[config.mk]
export PLATFORM = sky130hd
export DESIGN_NAME = adsr_env
export DESIGN_NICKNAME = d
export VERILOG_FILES = /design/src/rtl/adsr_env_pkg.sv /design/src/rtl/adsr_env_regs.sv /design/src/rtl/adsr_env_rate.sv /design/src/rtl/adsr_env_fall.sv /design/src/rtl/adsr_env.sv
export SDC_FILE = /design/constraint.sdc
export NUM_CORES = 1
export LEC_CHECK = 0
export BUFFER_PORTS_ARGS = -buffer_cell sky130_fd_sc_hd__clkbuf_2
export CAP_MARGIN = 10
export CORE_MARGIN = 5
export CORE_UTILIZATION = 62
export DETAILED_ROUTE_END_ITERATION = 10
export PLACE_DENSITY = 0.88
export SLEW_MARGIN = 20
export SYNTH_ARGS = -nofsm -noshare
export SYNTH_HDL_FRONTEND = slang
export SYNTH_SLANG_ARGS = --single-unit
[constraint.sdc]
create_clock -name clk -period 5.3 [get_ports clk]
set_clock_uncertainty 0.15 [all_clocks]
set_input_delay 0.53 -clock clk [delete_from_list [all_inputs] [get_ports clk]]
set_output_delay 0.53 -clock clk [all_outputs]
set_load 0.01 [all_outputs]
[src/rtl/adsr_env_pkg.sv]
package adsr_env_pkg;

   localparam int ENV_W = 8;

   typedef enum logic [1:0] {
      PH_ATTACK  = 2'd0,
      PH_DECAY   = 2'd1,
      PH_RELEASE = 2'd2
   } phase_e;

   // clocks between ticks for each rate nibble
   function automatic logic [14:0] rate_period(input logic [3:0] nib);
      case (nib)
         4'd0:    rate_period = 15'd9;
         4'd1:    rate_period = 15'd32;
         4'd2:    rate_period = 15'd63;
         4'd3:    rate_period = 15'd95;
         4'd4:    rate_period = 15'd149;
         4'd5:    rate_period = 15'd220;
         4'd6:    rate_period = 15'd267;
         4'd7:    rate_period = 15'd313;
         4'd8:    rate_period = 15'd392;
         4'd9:    rate_period = 15'd977;
         4'd10:   rate_period = 15'd1954;
         4'd11:   rate_period = 15'd3126;
         4'd12:   rate_period = 15'd3907;
         4'd13:   rate_period = 15'd11720;
         4'd14:   rate_period = 15'd19532;
         default: rate_period = 15'd31251;
      endcase
   endfunction

   // ticks per envelope step in the falling phases
   function automatic logic [4:0] fall_ratio(input logic [ENV_W-1:0] lvl);
      if (lvl > 8'd93)      fall_ratio = 5'd1;
      else if (lvl >= 8'd55) fall_ratio = 5'd2;
      else if (lvl >= 8'd27) fall_ratio = 5'd4;
      else if (lvl >= 8'd15) fall_ratio = 5'd8;
      else if (lvl >= 8'd7)  fall_ratio = 5'd16;
      else                   fall_ratio = 5'd30;
   endfunction

endpackage

[src/rtl/adsr_env_regs.sv]
module adsr_env_regs
   import adsr_env_pkg::*;
#(
   parameter int ADDR_W = 2
) (
   input  logic              clk,
   input  logic              rst,
   input  logic              wr_en,
   input  logic [ADDR_W-1:0] wr_addr,
   input  logic [ENV_W-1:0]  wr_data,
   output logic [ENV_W-1:0]  tim_q,
   output logic [ENV_W-1:0]  lvl_q,
   output logic              gate_q,
   output logic              ctl_wr,
   output logic              gate_rise,
   output logic              gate_fall
);

   localparam logic [ADDR_W-1:0] A_TIM = ADDR_W'(0);
   localparam logic [ADDR_W-1:0] A_LVL = ADDR_W'(1);
   localparam logic [ADDR_W-1:0] A_CTL = ADDR_W'(2);

   if (ADDR_W < 2) begin : g_addr_chk
      $error("adsr_env_regs: ADDR_W must be at least 2");
   end

   assign ctl_wr    = wr_en && (wr_addr == A_CTL);
   assign gate_rise = ctl_wr &&  wr_data[0] && !gate_q;
   assign gate_fall = ctl_wr && !wr_data[0] &&  gate_q;

   always_ff @(posedge clk) begin
      if (rst) begin
         tim_q  <= '0;
         lvl_q  <= '0;
         gate_q <= 1'b0;
      end else if (wr_en) begin
         if (wr_addr == A_TIM) tim_q  <= wr_data;
         if (wr_addr == A_LVL) lvl_q  <= wr_data;
         if (wr_addr == A_CTL) gate_q <= wr_data[0];
      end
   end

endmodule

[src/rtl/adsr_env_rate.sv]
module adsr_env_rate #(
   parameter int RC_W = 15
) (
   input  logic            clk,
   input  logic            rst,
   input  logic [RC_W-1:0] period,
   output logic            tick
);

   logic [RC_W-1:0] cnt_q;
   logic [RC_W-1:0] cnt_inc;

   if (RC_W < 15) begin : g_width_chk
      $error("adsr_env_rate: RC_W below 15 cannot hold the longest period");
   end

   // equality compare only: a period below the count is missed until wrap
   assign cnt_inc = cnt_q + RC_W'(1);
   assign tick    = (cnt_inc == period);

   always_ff @(posedge clk) begin
      if (rst)       cnt_q <= '0;
      else if (tick) cnt_q <= '0;
      else           cnt_q <= cnt_inc;
   end

endmodule

[src/rtl/adsr_env_fall.sv]
module adsr_env_fall
   import adsr_env_pkg::*;
#(
   parameter bit SHAPE_EN = 1'b1
) (
   input  logic             clk,
   input  logic             rst,
   input  logic             tick,
   input  logic             bypass,
   input  logic [ENV_W-1:0] env,
   output logic             step
);

   if (SHAPE_EN) begin : g_shaped
      logic [4:0] div_q;
      logic [4:0] ratio;
      logic       roll;

      assign ratio = fall_ratio(env);
      assign roll  = bypass || ((div_q + 5'd1) >= ratio);
      assign step  = tick && roll;

      always_ff @(posedge clk) begin
         if (rst)                div_q <= '0;
         else if (tick && roll)  div_q <= '0;
         else if (tick)          div_q <= div_q + 5'd1;
      end
   end else begin : g_linear
      assign step = tick;
   end

endmodule

[src/rtl/adsr_env.sv]
module adsr_env
   import adsr_env_pkg::*;
#(
   parameter int RC_W     = 15,
   parameter bit SHAPE_EN = 1'b1
) (
   input  logic        clk,
   input  logic        rst,
   input  logic        wr_en,
   input  logic [1:0]  wr_addr,
   input  logic [7:0]  wr_data,
   output logic [7:0]  env_out
);

   localparam logic [ENV_W-1:0] ENV_TOP = '1;

   logic [ENV_W-1:0] tim_q, lvl_q;
   logic             gate_q, ctl_wr, gate_rise, gate_fall;
   logic             tick, step;
   logic [RC_W-1:0]  period;
   logic [3:0]       nib;
   logic [ENV_W-1:0] env_q, env_d, hold_lvl;
   phase_e           phase_q, phase_d;

   adsr_env_regs #(.ADDR_W(2)) u_regs (
      .clk       (clk),
      .rst       (rst),
      .wr_en     (wr_en),
      .wr_addr   (wr_addr),
      .wr_data   (wr_data),
      .tim_q     (tim_q),
      .lvl_q     (lvl_q),
      .gate_q    (gate_q),
      .ctl_wr    (ctl_wr),
      .gate_rise (gate_rise),
      .gate_fall (gate_fall)
   );

   always_comb begin
      case (phase_q)
         PH_ATTACK: nib = tim_q[7:4];
         PH_DECAY:  nib = tim_q[3:0];
         default:   nib = lvl_q[3:0];
      endcase
   end

   assign period   = RC_W'(rate_period(nib));
   assign hold_lvl = {lvl_q[7:4], lvl_q[7:4]};

   adsr_env_rate #(.RC_W(RC_W)) u_rate (
      .clk    (clk),
      .rst    (rst),
      .period (period),
      .tick   (tick)
   );

   adsr_env_fall #(.SHAPE_EN(SHAPE_EN)) u_fall (
      .clk    (clk),
      .rst    (rst),
      .tick   (tick),
      .bypass (phase_q == PH_ATTACK),
      .env    (env_q),
      .step   (step)
   );

   always_comb begin
      env_d   = env_q;
      phase_d = phase_q;
      if (step) begin
         case (phase_q)
            PH_ATTACK: begin
               env_d = env_q + 8'd1;          // 0xFF wraps to 0x00
               if (env_d == ENV_TOP) phase_d = PH_DECAY;
            end
            PH_DECAY:   if (env_q != hold_lvl) env_d = env_q - 8'd1;
            default:    if (env_q != '0)       env_d = env_q - 8'd1;
         endcase
      end
      if (gate_rise) phase_d = PH_ATTACK;
      if (gate_fall) phase_d = PH_RELEASE;
   end

   always_ff @(posedge clk) begin
      if (rst) begin
         env_q   <= '0;
         phase_q <= PH_RELEASE;
      end else begin
         env_q   <= env_d;
         phase_q <= phase_d;
      end
   end

   assign env_out = env_q;

   // the envelope only ever moves by one count (modulo 256)
   p_unit_step_r3: assert property (@(posedge clk) disable iff (rst)
      (env_q != $past(env_q)) |->
         ((env_q == $past(env_q) + 8'd1) || (env_q == $past(env_q) - 8'd1)));

   // any envelope movement is preceded by a rate tick
   p_step_needs_tick_r4: assert property (@(posedge clk) disable iff (rst)
      (env_q != $past(env_q)) |-> $past(tick));

   // reaching full scale in the rise moves to decay
   p_rise_to_decay_r5: assert property (@(posedge clk) disable iff (rst)
      ($past(phase_q == PH_ATTACK) && $past(env_q) == 8'hFE &&
       env_q == 8'hFF && !$past(ctl_wr)) |-> (phase_q == PH_DECAY));

   // decay parks at the hold level
   p_sustain_hold_r5: assert property (@(posedge clk) disable iff (rst)
      ($past(phase_q == PH_DECAY) && phase_q == PH_DECAY &&
       $past(env_q) == $past(hold_lvl) && hold_lvl == $past(hold_lvl))
      |-> (env_q == hold_lvl));

   // a falling gate always lands in release
   p_gate_fall_release_r6: assert property (@(posedge clk) disable iff (rst)
      $past(gate_fall) |-> (phase_q == PH_RELEASE));

   // release does not go below zero
   p_release_floor_r6: assert property (@(posedge clk) disable iff (rst)
      ($past(phase_q == PH_RELEASE) && phase_q == PH_RELEASE &&
       $past(env_q) == 8'd0) |-> (env_q == 8'd0));

endmodule

==> results.cfg, run 1 <==
[timing]
setup_violations = 0
slew_viol_final = 0
max-slew-margin-rel_pct = 54.9
whs_ps = 343
hold_violations = 0
fin_tns_setup_ps = 0
tightest_slew_ps = 675
period_minus_slack_ps = 4680
post-route-period-util_pct = 88.3
rsz0062_at_grt = no
max_freq_mhz = 214

[setup_path]
path_common_cell = or4_4
worstReg2RegStart = phase_q[0]
crit_required_ps = 5370
critPathMaxFanout = 14
r2r-end = env_out[7]
startpoint_type = flop
critPathTopFamily = simple AND/OR/NAND/NOR gates
reg2reg_depth = 13
critPathKind = flop to flop
cp_num_buf_inv = 1
path_cells = mux2i_1, o21ai_4, inv_1, ha_1, and3_1, a311o_1, o211ai_1, nand4_1, a2111o_1, or4_4, or4_4, or3_1, a21oi_1
max_stage_delay_ps = 710
crit_path_top_delay_cell = dfxtp_1
r2r_slack_ps = 620
end_kind = flop
worstPathArrival_ps = 4750

[synth]
synth-seq-area-share_pct = 26.2
ys_types = 62
synth-main-ff-cell = dfxtp_1
synth_area_per_cell_sq_um = 7.94
syn_inst = 452
synth-async-reset-ratio_pct = 0
synth-seq-cells = 47
synthesis.nets = 488
synth_top_area_share_pct = 26.2
synth_area_sq_um = 3590
synth_top_area_cell = dfxtp_1
synthTopCellsByArea = dfxtp_1 26%, mux2i_1 8.7%, ha_1 8.0%, nor2_1 5.7%, xnor2_1 4.4%
synth-edff-count = 0
yosysWarningCount = 0

[power_and_ir_drop]
clkPwrFrac_pct = 30.8
ir_drop_v = 0.000141
seqPwrFrac_pct = 49.4
power_frac_comb_pct = 19.8
switching_power_mw = 0.216
p_per_area_nw_per_um2 = 200
p_int_mw = 0.543
leakagePower_nw = 1.50
p_sw_share_pct = 28.5

[detailed_routing]
vias_per_cell = 6.35
postRouteAntennaNets = 0
drc = 0
wl_per_cell_um = 15.9
dr.pass1.iters = 5
drt-initial-drc-count = 322
vias = 3384
totalWireLength_mm = 8.45

[place]
place_congestion = 0.975
place_inst = 525
portBuffers = 20
dpl.hpwl_mm = 6.25

[cts]
cts_hold_buf = 0
clkTransAtPathRegs_ps = 80
cts_buffers = 5
htree_levels = 2
postCtsSetupBuffers = 0
cts_tree = built
clk-insertion-delay-late_ps = 300
max-clock-path-buffers = 2
cts_resized = 0
cts.sinks = 47
clock-root-buffer = clkbuf_8

[layout]
drive_above_1_share_pct = 9.76
fin_nets = 496
layout_commonest_cell = nor2_1
final_cells = 533
final_cell_mix = 54 x nor2_1, 47 x dfxtp_1, 31 x mux2i_1
num-fill-cells = 458
diodes = 0
syn_to_final_growth_pct = 5.86

[floorplanning]
initial_core_util_pct = 64.4
io_pins = 21
die_w_um = 86.1
die_h_um = 86.1
rows = 27
floorplan.core_area_sq_um = 5570
die_area_sq_um = 7410

[run_status]
run_status = finished, final reports clean

[worst_hold_path]
worstHoldStart = wr_data[2]
min_path_cells = 3
hold_class = input port to flop
min_to = u_regs.tim_q[2]

[global_routing]
grt_pass1_vias = 3054
grt_usage_pct = 23.8
grt_max_degree = 34
grt_pass1_wl_mm = 14.6
antenna_found_initial = 0
overflow = 0

[run]
maxCapViolCount = 0
==> worst reg2reg max path, cell delays in order, from the launching register on <==
cell,delay (ps)
dfxtp_1,710
mux2i_1,220
o21ai_4,350
inv_1,210
ha_1,260
and3_1,180
a311o_1,320
o211ai_1,180
nand4_1,120
a2111o_1,300
or4_4,440
or4_4,640
or3_1,380
a21oi_1,150
==> sequential cells by signal (all words and copies together) (netlist names) <==
| signal | count |
|---|---|
| phase_q | 2 |
| u_fall.g_shaped.div_q | 5 |
| u_rate.cnt_q | 15 |
| u_regs.tim_q | 8 |
| env_out | 8 |
| u_regs.lvl_q | 8 |
| u_regs.gate_q | 1 |
==> power by group through the flow <==
stage	Combinational (mW)	Sequential [mW]	Clock [mW]
5_1_grt	0.167	0.377	0.254
3_3_place_gp	0.143	0.382	0
3_5_place_dp	0.147	0.383	0
2_1_floorplan	0.117	0.377	0
4_1_cts	0.149	0.374	0.235
6_report	0.151	0.375	0.234
==> through the flow <==
step | power, mW | setup WS [ps] | area [sq um] | utilization [%]
after global routing | 0.798 | 411 | 3800 | 68.1
final | 0.760 | 618 | 3800 | 68.1
after detailed placement | 0.530 | 744 | 3700 | 66.3
after CTS | 0.759 | 677 | 3800 | 68.1
after floorplan | 0.494 | 1000 | 3590 | -
after global placement | 0.525 | 868 | 3700 | 66.3
==> routing by layer <==
| metal | global-route usage, % | share of wire [%] | routed length (um) |
|---|---|---|---|
| met1 | 31.1 | 44 | 3730 |
| met2 | 40.4 | 48 | 4050 |
| met3 | 3.94 | 6.3 | 531 |
| met5 | 0 | 0 | 0 |
| met4 | 6.04 | 1.7 | 144 |
==> cell usage after synthesis, drive strengths merged (2+ instances only) <==
| master | number |
|---|---|
| a2111o | 2 |
| a211oi | 9 |
| a21o | 5 |
| a21oi | 29 |
| a22oi | 2 |
| a31oi | 4 |
| a32oi | 2 |
| and2 | 4 |
| and3 | 4 |
| buf | 9 |
| clkbuf | 16 |
| dfxtp | 47 |
| ha | 23 |
| inv | 18 |
| mux2 | 2 |
| mux2i | 32 |
| nand2 | 28 |
| nand2b | 4 |
| nand3 | 19 |
| nand3b | 2 |
| nand4 | 7 |
| nand4b | 2 |
| nor2 | 54 |
| nor2b | 6 |
| nor3 | 13 |
| nor3b | 3 |
| nor4 | 6 |
| o2111ai | 4 |
| o211ai | 7 |
| o21ai | 22 |
| o31ai | 6 |
| or2 | 3 |
| or3 | 12 |
| or4 | 6 |
| xnor2 | 18 |
| xor2 | 9 |
==> logic make-up after synthesis <==
| kind of cell | after synthesis | share of synthesized area, % |
|---|---|---|
| AOI/OAI and AO/OA | 105 | 19.8 |
| xor gates and xnor gates | 27 | 6.59 |
| adders and majority gates | 23 | 8.02 |
| buffers and inverters | 43 | 5.37 |
| DFF | 47 | 26.2 |
| muxes | 34 | 9.77 |
| and+or+nand+nor | 173 | 24.2 |
==> cell type report <==
cell class	count	area (sq um)	share of cell area [%]
well taps	72	90.1	2.37
repair buffers	26	145	3.82
inverters	18	67.6	1.78
multi-input cells	362	2450	64.6
clock buffers	8	100	2.64
flip-flops and latches	47	941	24.8
==> worst max path at each step <==
stage | startpoint | end | slack, ps | depth (start not counted)
floorplan | phase_q[0] | env_out[2] | 1000 | 16
global placement | phase_q[0] | env_out[6] | 870 | 13
detailed placement | phase_q[0] | env_out[7] | 740 | 13
CTS | phase_q[0] | env_out[7] | 680 | 13
global route | phase_q[0] | env_out[7] | 410 | 13
finish | phase_q[0] | env_out[7] | 620 | 13
(Power assumes the default switching activity.)
==> run 2, diff against run 1 <==
--- a/config.mk
+++ b/config.mk
@@ -8,9 +8,10 @@
 export BUFFER_PORTS_ARGS = -buffer_cell sky130_fd_sc_hd__clkbuf_2
 export CAP_MARGIN = 10
 export CORE_MARGIN = 5
-export CORE_UTILIZATION = 62
+export CORE_UTILIZATION = 50
+export CTS_BUF_LIST = sky130_fd_sc_hd__clkbuf_4 sky130_fd_sc_hd__clkbuf_8
 export DETAILED_ROUTE_END_ITERATION = 10
-export PLACE_DENSITY = 0.88
+export PLACE_DENSITY = 0.75
 export SLEW_MARGIN = 20
 export SYNTH_ARGS = -nofsm -noshare
 export SYNTH_HDL_FRONTEND = slang
==> results.cfg, run 2 (synthesis gave the netlist of run 1 again) <==
[run_status]
run_status = finished, final reports clean

[run]
maxCapViolCount = 0

[global_routing]
grtUsageMet2_pct = 32.2
grt_pass1_vias = 3048
use_met1_pct = 26.7
grt_pass1_wl_mm = 14.4
antenna_found_initial = 0
grt_usage_pct = 19.8
grt_max_degree = 34
overflow = 0
top_usage_layer = met2
grtUsageMet3_pct = 3.35

[setup_path]
r2r_slack_ps = 630
critPathKind = flop to flop
max_stage_delay_ps = 700
r2r-end = env_out[5]
reg2reg_depth = 13
startpoint_type = flop
crit_path_top_delay_cell = dfxtp_1
worstPathArrival_ps = 4750
cp_num_buf_inv = 1
worstReg2RegStart = phase_q[0]
path_cells = mux2i_1, o21ai_4, inv_1, ha_1, and3_1, a311o_1, o211ai_1, nand4_1, a2111o_1, or4_4, or4_4, or3_1, a21oi_1
crit_required_ps = 5380
path_common_cell = or4_4
end_kind = flop
critPathTopFamily = simple AND/OR/NAND/NOR gates
critPathMaxFanout = 14

[timing]
period_minus_slack_ps = 4670
slew_viol_final = 0
post-route-period-util_pct = 88.0
max_freq_mhz = 214
max-slew-margin-rel_pct = 40.2
setup_violations = 0
setup_ws_ps = 634
whs_ps = 320
tightest_slew_ps = 892
rsz0062_at_grt = no
hold_violations = 0
fin_tns_setup_ps = 0

[cts]
cts_resized = 0
postCtsSetupBuffers = 0
max-clock-path-buffers = 2
cts_buffers = 5
cts_hold_buf = 0
clk-insertion-delay-late_ps = 310
htree_levels = 2
cts_tree = built
clkTransAtPathRegs_ps = 100
clock-root-buffer = clkbuf_8
cts.sinks = 47

[power_and_ir_drop]
p_per_area_nw_per_um2 = 218
totalPowerFinal_mw = 0.841
leakagePower_nw = 1.50
ir_drop_v = 0.000186

[detailed_routing]
drt-initial-drc-count = 225
vias_per_cell = 6.02
wl_per_cell_um = 15.2
totalWireLength_mm = 8.48
vias = 3346
drc = 0
dr.pass1.iters = 5
postRouteAntennaNets = 0

[place]
portBuffers = 20
place_congestion = 0.865
dpl.hpwl_mm = 6.22
placed_area_sq_um = 3720
place_inst = 548
post-place-ws_ps = 739

[floorplanning]
io_pins = 21
die_area_sq_um = 8970
die_h_um = 94.7
floorplan.core_area_sq_um = 6910
initial_core_util_pct = 51.9
rows = 30
die_w_um = 94.7

[layout]
final_area_sq_um = 3860
final_cell_mix = 54 x nor2_1, 47 x dfxtp_1, 31 x mux2i_1
largest_register = u_rate.cnt_q
area.sequential_sq_um = 941
diodes = 0
final_cells = 556
num-fill-cells = 649
largest_reg_flops = 15
drive_above_1_share_pct = 9.78
post-route-util_pct = 55.8
syn_to_final_growth_pct = 7.50
layout_commonest_cell = nor2_1
multi_input_area_sq_um = 2450
fin_nets = 495

[worst_hold_path]
min_to = u_regs.lvl_q[6]
worstHoldStart = wr_data[6]
min_path_cells = 3
hold_class = input port to flop
==> run 2: cell types whose count changed in the layout (fill, tap and decap cells not counted), sizes merged <==
cell | previous run | this run
buf | 6 | 5
bufinv | 0 | 2
clkbuf | 28 | 25
clkinvlp | 0 | 1
==> run 2: per-layer routing <==
layer / wire [um] / part of all wire [%] / vias up
li1: - / - / 1648
met1: 3930 / 46 / 1595
met2: 4080 / 48 / 89
met3: 341 / 4.0 / 14
met4: 123 / 1.5 / 0
met5: 0 / 0 / -
==> run 2: worst max path at each step <==
stage                           from    endpoint  slack, ps  depth (start not counted)
after floorplan           phase_q[0]  env_out[2]       1000                         16
after global placement    phase_q[0]  env_out[2]        860                         13
after detailed placement  phase_q[0]  env_out[7]        740                         13
after CTS                 phase_q[0]  env_out[5]        670                         13
after global routing      phase_q[0]  env_out[2]        410                         13
final                     phase_q[0]  env_out[5]        630                         13
==> run 2: report_power, final <==
group,switching [mW],internal [mW]
clock network,0.127,0.188
registers,0.0130,0.362
logic,0.0895,0.0616
total,0.229,0.612
==> run 2: final cells by class <==
class	instances	area share [%]
Clock buffer	5	1.78
Clock inverter	3	1.75
Inverter	18	1.75
Multi-Input combinational cell	362	63.6
Sequential cell	47	24.4
Tap cell	96	3.11
Timing Repair Buffer	25	3.57
==> run 2: worst min-delay path, stage by stage <==
cell and delay (ps):
clkbuf_2 90, mux2i_1 60, nor2_1 70
